===== config.mk =====
export PLATFORM = sky130hd
export DESIGN_NAME = fir_q15_engine
export DESIGN_NICKNAME = d
export VERILOG_FILES = /design/src/rtl/fir_pkg.sv /design/src/rtl/fir_hist_ring.sv /design/src/rtl/fir_coef_bank.sv /design/src/rtl/fir_round_sat.sv /design/src/rtl/fir_q15_engine.sv
export SDC_FILE = /design/constraint.sdc
export NUM_CORES = 2
export LEC_CHECK = 0
export BUFFER_PORTS_ARGS = -buffer_cell sky130_fd_sc_hd__buf_2
export CAP_MARGIN = 25
export CELL_PAD_IN_SITES_DETAIL_PLACEMENT = 0
export CELL_PAD_IN_SITES_GLOBAL_PLACEMENT = 1
export CORE_MARGIN = 1.5
export CORE_UTILIZATION = 45
export DETAILED_ROUTE_END_ITERATION = 10
export PLACE_DENSITY_LB_ADDON = 0.3
export RECOVER_POWER = 25
export SYNTH_ARGS = -nofsm -noshare
export SYNTH_HDL_FRONTEND = slang
export SYNTH_SLANG_ARGS = --single-unit

===== constraint.sdc =====
create_clock -name clk -period 12.47 [get_ports clk]
set_input_delay 0.6235 -clock clk [delete_from_list [all_inputs] [get_ports clk]]
set_output_delay 0.6235 -clock clk [all_outputs]
set_load 0.05 [all_outputs]

===== src/rtl/fir_pkg.sv =====
package fir_pkg;

  typedef enum logic [1:0] {
    ST_IDLE = 2'd0,
    ST_MAC  = 2'd1,
    ST_FIN  = 2'd2
  } fir_state_e;

endpackage


===== src/rtl/fir_hist_ring.sv =====
module fir_hist_ring #(
  parameter int DEPTH = 63,
  parameter int DW    = 16,
  localparam int IDX_W = $clog2(DEPTH)
) (
  input  logic             clk,
  input  logic             rst_n,
  input  logic             clr,
  input  logic             wr_en,
  input  logic [DW-1:0]    wr_data,
  input  logic [IDX_W-1:0] rd_back,
  output logic [DW-1:0]    rd_data
);

  logic [DW-1:0]    mem [DEPTH];
  logic [IDX_W-1:0] wptr_q, wptr_d;
  logic [IDX_W-1:0] newest_q, newest_d;
  logic [IDX_W-1:0] rd_idx;

  // next pointer state
  always_comb begin
    wptr_d   = wptr_q;
    newest_d = newest_q;
    if (clr) begin
      wptr_d   = '0;
      newest_d = '0;
    end else if (wr_en) begin
      newest_d = wptr_q;
      wptr_d   = (wptr_q == IDX_W'(DEPTH - 1)) ? '0 : wptr_q + IDX_W'(1);
    end
  end

  always_ff @(posedge clk or negedge rst_n) begin
    if (!rst_n) begin
      wptr_q   <= '0;
      newest_q <= '0;
    end else begin
      wptr_q   <= wptr_d;
      newest_q <= newest_d;
    end
  end

  // storage: cleared by reset and by clr, written at the ring pointer
  always_ff @(posedge clk or negedge rst_n) begin
    if (!rst_n) begin
      for (int i = 0; i < DEPTH; i++) mem[i] <= '0;
    end else if (clr) begin
      for (int i = 0; i < DEPTH; i++) mem[i] <= '0;
    end else if (wr_en) begin
      mem[wptr_q] <= wr_data;
    end
  end

  // walk backwards from the newest entry, wrapping modulo DEPTH
  always_comb begin
    rd_idx = newest_q - rd_back
           + ((rd_back > newest_q) ? IDX_W'(DEPTH) : '0);
    rd_data = mem[rd_idx];
  end

endmodule


===== src/rtl/fir_coef_bank.sv =====
module fir_coef_bank #(
  parameter int DEPTH = 63,
  parameter int DW    = 16,
  localparam int IDX_W = $clog2(DEPTH)
) (
  input  logic             clk,
  input  logic             we,
  input  logic [IDX_W-1:0] waddr,
  input  logic [DW-1:0]    wdata,
  input  logic [IDX_W-1:0] raddr,
  output logic [DW-1:0]    rdata
);

  logic [DW-1:0] mem [DEPTH];
  logic          wr_ok;

  assign wr_ok = we && ({1'b0, waddr} < (IDX_W + 1)'(DEPTH));

  always_ff @(posedge clk) begin
    if (wr_ok) mem[waddr] <= wdata;
  end

  assign rdata = mem[raddr];

endmodule


===== src/rtl/fir_round_sat.sv =====
module fir_round_sat #(
  parameter int DW    = 16,
  parameter int ACC_W = 38
) (
  input  logic signed [ACC_W-1:0] acc_i,
  output logic        [DW-1:0]    q_o
);

  localparam int FRAC = 2 * DW - 2;
  localparam logic signed [ACC_W-1:0] LIM_HI = (ACC_W'(1) << FRAC) - ACC_W'(1);
  localparam logic signed [ACC_W-1:0] LIM_LO = -(ACC_W'(1) << FRAC);

  always_comb begin
    if (acc_i > LIM_HI)      q_o = {1'b0, {(DW-1){1'b1}}};
    else if (acc_i < LIM_LO) q_o = {1'b1, {(DW-1){1'b0}}};
    else                     q_o = acc_i[FRAC:DW-1];
  end

endmodule


===== src/rtl/fir_q15_engine.sv =====
module fir_q15_engine #(
  parameter int NTAP_MAX = 63,
  parameter int DW       = 16,
  localparam int IDX_W   = $clog2(NTAP_MAX),
  localparam int CNT_W   = $clog2(NTAP_MAX + 1)
) (
  input  logic             clk,
  input  logic             rst_n,
  input  logic             hist_clr,
  input  logic             coef_we,
  input  logic [IDX_W-1:0] coef_idx,
  input  logic [DW-1:0]    coef_val,
  input  logic [CNT_W-1:0] tap_count,
  input  logic             in_valid,
  input  logic [DW-1:0]    in_sample,
  output logic             in_ready,
  output logic             out_valid,
  output logic [DW-1:0]    out_sample
);
  import fir_pkg::*;

  localparam int PROD_W = 2 * DW;
  localparam int ACC_W  = PROD_W + $clog2(NTAP_MAX);
  localparam logic signed [ACC_W-1:0] RND    = ACC_W'(1) << (DW - 2);
  localparam logic signed [ACC_W-1:0] LIM_HI = (ACC_W'(1) << (PROD_W - 2)) - ACC_W'(1);
  localparam logic signed [ACC_W-1:0] LIM_LO = -(ACC_W'(1) << (PROD_W - 2));

  fir_state_e              state_q, state_d;
  logic [CNT_W-1:0]        k_q, k_d;
  logic [CNT_W-1:0]        ntap_q, ntap_d;
  logic signed [ACC_W-1:0] acc_q, acc_d;
  logic [DW-1:0]           out_q, out_d;
  logic                    outv_q, outv_d;

  logic                     accept;
  logic [DW-1:0]            hist_rd, coef_rd;
  logic signed [PROD_W-1:0] h_ext, c_ext, prod;
  logic [DW-1:0]            sat_q15;

  assign in_ready = (state_q == ST_IDLE);
  assign accept   = in_valid && in_ready;

  fir_hist_ring #(.DEPTH(NTAP_MAX), .DW(DW)) u_hist (
    .clk    (clk),
    .rst_n  (rst_n),
    .clr    (hist_clr),
    .wr_en  (accept),
    .wr_data(in_sample),
    .rd_back(IDX_W'(k_q)),
    .rd_data(hist_rd)
  );

  fir_coef_bank #(.DEPTH(NTAP_MAX), .DW(DW)) u_coef (
    .clk  (clk),
    .we   (coef_we),
    .waddr(coef_idx),
    .wdata(coef_val),
    .raddr(IDX_W'(k_q)),
    .rdata(coef_rd)
  );

  // full-width signed product
  assign h_ext = PROD_W'(signed'(hist_rd));
  assign c_ext = PROD_W'(signed'(coef_rd));
  assign prod  = h_ext * c_ext;

  fir_round_sat #(.DW(DW), .ACC_W(ACC_W)) u_rsat (
    .acc_i(acc_q),
    .q_o  (sat_q15)
  );

  always_comb begin
    state_d = state_q;
    k_d     = k_q;
    ntap_d  = ntap_q;
    acc_d   = acc_q;
    out_d   = out_q;
    outv_d  = 1'b0;
    unique case (state_q)
      ST_IDLE: begin
        if (in_valid) begin
          ntap_d  = (tap_count == '0) ? CNT_W'(1) : tap_count;
          k_d     = '0;
          acc_d   = RND;
          state_d = ST_MAC;
        end
      end
      ST_MAC: begin
        acc_d = acc_q + ACC_W'(prod);
        k_d   = k_q + CNT_W'(1);
        if (k_q == ntap_q - CNT_W'(1)) state_d = ST_FIN;
      end
      ST_FIN: begin
        out_d   = sat_q15;
        outv_d  = 1'b1;
        state_d = ST_IDLE;
      end
      default: state_d = ST_IDLE;
    endcase
  end

  always_ff @(posedge clk or negedge rst_n) begin
    if (!rst_n) begin
      state_q <= ST_IDLE;
      k_q     <= '0;
      ntap_q  <= CNT_W'(1);
      acc_q   <= '0;
      out_q   <= '0;
      outv_q  <= 1'b0;
    end else begin
      state_q <= state_d;
      k_q     <= k_d;
      ntap_q  <= ntap_d;
      acc_q   <= acc_d;
      out_q   <= out_d;
      outv_q  <= outv_d;
    end
  end

  assign out_valid  = outv_q;
  assign out_sample = out_q;

  // engine goes busy right after taking a sample
  p_busy_after_accept_r2: assert property (@(posedge clk) disable iff (!rst_n)
    accept |=> !in_ready);

  // single-cycle strobe, ready again with it
  p_strobe_single_r3: assert property (@(posedge clk) disable iff (!rst_n)
    out_valid |=> !out_valid);
  p_ready_with_result_r3: assert property (@(posedge clk) disable iff (!rst_n)
    out_valid |-> in_ready);
  p_tap_index_bound_r3: assert property (@(posedge clk) disable iff (!rst_n)
    (state_q == ST_MAC) |-> (k_q < ntap_q));

  // clamped outputs
  p_sat_high_r5: assert property (@(posedge clk) disable iff (!rst_n)
    (state_q == ST_FIN && acc_q > LIM_HI) |=> (out_sample == {1'b0, {(DW-1){1'b1}}}));
  p_sat_low_r6: assert property (@(posedge clk) disable iff (!rst_n)
    (state_q == ST_FIN && acc_q < LIM_LO) |=> (out_sample == {1'b1, {(DW-1){1'b0}}}));

  // captured tap count is never zero
  p_taps_nonzero_r8: assert property (@(posedge clk) disable iff (!rst_n)
    accept |=> (ntap_q != '0));

endmodule


==> reports/qor.txt <==
SETUP PATH
------------------------------------------------------------------------------------------------------
Required time reported for the critical path endpoint ...................................    13,180 ps
Reg2reg end .............................................................................    acc_q[36]
Delay contributed by the slowest stage of the critical path .............................       960 ps
Number of cell instances on the worst register-to-register path .........................           34
Arrival time worst endpoint .............................................................    12,590 ps
Worst r2r src ...........................................................................       k_q[2]
Highest-delay cell along the critical path .............................................. sky130_fd_sc_hd__fa_4
Critical path class .....................................................................   reg -> reg
Crit end category .......................................................................         flop
Largest fanout of any net on the critical path ..........................................           54
Launch point of the critical path .......................................................       k_q[2]
Delay-heaviest family, CP ...............................................................  adder cells
Sort of element at the start of the critical path .......................................         flop
R2R Setup Slk ...........................................................................       590 ps
Crit path buffers/inverters .............................................................            6
Most repeated library cell on the critical path ......................................... sky130_fd_sc_hd__fa_1

CTS
------------------------------------------------------------------------------------------------------
Num Clock Sinks .........................................................................        2,097
CTS tree ................................................................................        built
Worst-skew pair later-pin latency .......................................................       960 ps
H-tree depth ............................................................................            4
Clock buffers created by TritonCTS ......................................................          221
Clock Tree Root ......................................................................... sky130_fd_sc_hd__clkbuf_16
Clock Tree Buf Depth ....................................................................            3
Clock transition at the register clock pins on the worst setup and hold paths after CTS .        60 ps

STA
------------------------------------------------------------------------------------------------------
Final hold viol count ...................................................................            0
Final Skew ..............................................................................       184 ps
Tmin final ..............................................................................    11,880 ps
Part of the cycle the worst path needs ..................................................        95.3%
Number of pins exceeding their max-slew limit in the final report .......................          865
Number of setup violations in the final report ..........................................            0
Setup repair after global routing missed its margin .....................................           no
Tightest Pin Transition .................................................................      6140 ps
Normalized max-slew margin ..............................................................        -309%
Peak Freq ...............................................................................     84.1 MHz
Post-route setup TNS ....................................................................         0 ps

FLOORPLANNING
------------------------------------------------------------------------------------------------------
Core area ............................................................................... 227,000 um^2
Number of cell rows .....................................................................          175
Die W ...................................................................................       481 um
Total Die Area .......................................................................... 231,000 um^2
Ports ...................................................................................           67
Initial core utilization ................................................................        45.2%
Floorplan die height ....................................................................       481 um

FINISH
------------------------------------------------------------------------------------------------------
Top library cells by usage in the layout, fill and taps aside ........................... sky130_fd_sc_hd__nand2_1 (2,318), sky130_fd_sc_hd__a21oi_1 (1,088), sky130_fd_sc_hd__dfrtp_1 (1,084)
# fillers ...............................................................................       19,300
Nets ....................................................................................        8,843
FF+latch area ...........................................................................  57,500 um^2
Area growth from synthesis to layout ....................................................        11.5%
Area used by multi-input combinational logic ............................................  41,300 um^2
Design Area, Final ...................................................................... 115,000 um^2
Commonest non-fill, non-tap cell in the layout .......................................... sky130_fd_sc_hd__nand2_1
Share of cells above drive strength 1 ...................................................        15.8%

SYNTH
------------------------------------------------------------------------------------------------------
Syn Inst Count ..........................................................................        8,383
Post-synthesis sequential area ratio ....................................................        56.0%
Net count after synthesis ...............................................................        8,886
Top_reg_cell synth ...................................................................... sky130_fd_sc_hd__dfrtp_1
Number of enable flip-flop cells after synthesis ........................................        1,008
FFs w/ async S/R, synth .................................................................        51.9%
Distinct cells, synth ...................................................................           67
Average instance area after synthesis ...................................................    12.3 um^2
Yosys warnings ..........................................................................            0
Flop and latch count out of synthesis ...................................................        2,097
Combined area of all synthesized cells .................................................. 103,000 um^2

ROUTE
------------------------------------------------------------------------------------------------------
Ratio of routed vias to standard cells ..................................................         5.83
Residual DRC count ......................................................................            0
Sum of routed wire length over all layers ...............................................   298,000 um
Number of routed nets with antenna violations ...........................................            0
Via count ...............................................................................       67,300
Per-cell routed wire length .............................................................      25.9 um
Drt first-iter violations ...............................................................        7,718
First drt pass iteration count ..........................................................            6

GLOBAL ROUTE
------------------------------------------------------------------------------------------------------
Maximum number of pins on one net before global-route repair ............................          196
Number of antenna violations at the first check in global routing .......................           19
First-pass GRT wire length ..............................................................   448,000 um
Global route total overflow .............................................................            0
Vias in the first global route ..........................................................       68,100
All-layer global routing usage ..........................................................        25.9%

HOLD PATH
------------------------------------------------------------------------------------------------------
Worst hold path class ...................................................................    in -> reg
Worst hold path cell count ..............................................................            3
Beginning of the worst hold path ........................................................ in_sample[11]
Endpoint of the worst hold path ......................................................... u_hist.mem[587]

PLACEMENT
------------------------------------------------------------------------------------------------------
HPWL after detailed placement ...........................................................   183,000 um
Number of port buffers ..................................................................           66
Placed standard-cell area ............................................................... 107,000 um^2
Final weighted congestion in routability-driven placement ...............................        0.859

OUTCOME
------------------------------------------------------------------------------------------------------
Violations in the final reports ......................................................... capacitance limit, slew limit
Outcome ................................................................................. finished, violations left

FLOW RUN
------------------------------------------------------------------------------------------------------
MaxCap Viol Count .......................................................................           16

## synthesized netlist by cell type, types with 5 or more instances
cell type | instances | area [um^2]
sky130_fd_sc_hd__mux2i_1 | 54 | 541
sky130_fd_sc_hd__xor2_1 | 22 | 193
sky130_fd_sc_hd__nor2b_1 | 85 | 532
sky130_fd_sc_hd__and2_1 | 50 | 313
sky130_fd_sc_hd__mux2_2 | 9 | 101
sky130_fd_sc_hd__nand4_1 | 10 | 62.6
sky130_fd_sc_hd__mux4_2 | 595 | 13400
sky130_fd_sc_hd__nor2_1 | 195 | 732
sky130_fd_sc_hd__nor4_1 | 5 | 31.3
sky130_fd_sc_hd__buf_6 | 31 | 349
sky130_fd_sc_hd__o21bai_1 | 7 | 52.6
sky130_fd_sc_hd__o211a_1 | 7 | 70.1
sky130_fd_sc_hd__o21ai_0 | 110 | 551
sky130_fd_sc_hd__or2_2 | 5 | 31.3
sky130_fd_sc_hd__buf_1 | 28 | 105
sky130_fd_sc_hd__a21o_1 | 20 | 150
sky130_fd_sc_hd__nand3_1 | 31 | 155
sky130_fd_sc_hd__or3b_2 | 5 | 43.8
sky130_fd_sc_hd__a21oi_1 | 1089 | 5450
sky130_fd_sc_hd__and3_1 | 17 | 106
sky130_fd_sc_hd__nand3b_1 | 7 | 52.6
sky130_fd_sc_hd__buf_2 | 69 | 345
sky130_fd_sc_hd__o211ai_1 | 20 | 150
sky130_fd_sc_hd__nand2b_1 | 44 | 275
sky130_fd_sc_hd__mux4_1 | 9 | 236
sky130_fd_sc_hd__ha_1 | 126 | 1580
sky130_fd_sc_hd__clkbuf_1 | 432 | 1620
sky130_fd_sc_hd__inv_1 | 393 | 1480
sky130_fd_sc_hd__buf_4 | 35 | 263
sky130_fd_sc_hd__edfxtp_1 | 1008 | 30300
sky130_fd_sc_hd__a21oi_2 | 5 | 43.8
sky130_fd_sc_hd__xnor2_1 | 35 | 307
sky130_fd_sc_hd__a31oi_1 | 8 | 50.1
sky130_fd_sc_hd__fa_1 | 328 | 6570
sky130_fd_sc_hd__nand2_1 | 2319 | 8700
sky130_fd_sc_hd__nor3_1 | 10 | 50.1
sky130_fd_sc_hd__dfrtp_1 | 1088 | 27200
sky130_fd_sc_hd__or3_1 | 7 | 43.8
sky130_fd_sc_hd__a211oi_1 | 10 | 75.1
sky130_fd_sc_hd__o21ai_2 | 5 | 43.8
sky130_fd_sc_hd__o21a_1 | 7 | 52.6
## state kept, by name, summed over array words and instances, names as in the netlist, 2 cells and up
name / cells
u_coef.mem: 1008
u_hist.mem: 1008
acc_q: 38
out_sample: 16
k_q: 6
ntap_q: 6
u_hist.newest_q: 6
u_hist.wptr_q: 6
state_q: 2
## tightest hold or removal path, delay by kind of cell
family,cells,cell delay [ps]
AND/OR/NAND/NOR,1,70
AO/OA/AOI/OAI,1,50
buffers and inverters,1,170
## cells by family (layout without fill, tap and decap cells)
logic type	count (synthesis)	in the layout	synth area share [%]
AOI/OAI and AO/OA	1311	1311	6.70
xor gates and xnor gates	57	57	0.486
adders and majority gates	454	454	7.92
buffers and inverters	993	1134	4.09
DFF	2097	2097	56.0
muxes	668	668	13.9
other	0	7	0
and+or+nand+nor	2803	2803	10.9
## layout make-up
type                    instances  share of cell area [%]
well taps                    3009                    3.28
inverters                     395                    1.29
clock buffers                 281                    5.27
clock inverters               126                    1.51
repair buffers                332                    2.39
flip-flops and latches       2097                    50.2
diodes                          7                  0.0153
multi-input cells            5293                    36.0
## layer usage
| metal | share of wire (%) | GRT usage, % | vias to the layer above | wire, um |
|---|---|---|---|---|
| met1 | 42 | 36.9 | 35100 | 125000 |
| met5 | 0.073 | 0.290 | - | 218 |
| li1 | - | - | 29000 | - |
| met2 | 47 | 40.7 | 2659 | 141000 |
| met4 | 3.1 | 7.76 | 18 | 9260 |
| met3 | 7.6 | 4.65 | 492 | 22700 |
## repair_timing
item / in CTS / in global routing
buffers inserted: 0 / 0
gates resized for setup: 0 / 0
hold buffers: 7 / 1
endpoints found under the setup margin: 0 / 0
hold endpoints to repair: 101 / 7
## how the worst max path moves through the flow
stage	to	cells past startpoint
finish	acc_q[36]	34
global route	acc_q[36]	35
CTS	acc_q[36]	35
detailed placement	acc_q[36]	35
global placement	acc_q[35]	33
floorplan	acc_q[36]	44
## through the flow
step | hold slack (ps) | util (%) | setup WS [ps] | std cells
after floorplan | 328 | - | 1580 | 8383
after global placement | 491 | 46.8 | 690 | 11100
after detailed placement | 491 | 46.9 | 685 | 11100
after CTS | 4.21 | 50.4 | 655 | 11500
after global routing | 37.4 | 50.4 | 132 | 11500
final | 63.2 | 50.4 | 585 | 11500
Power is not shown: default switching activity piles up to over one toggle a cycle in this logic, so the estimate is an artifact.
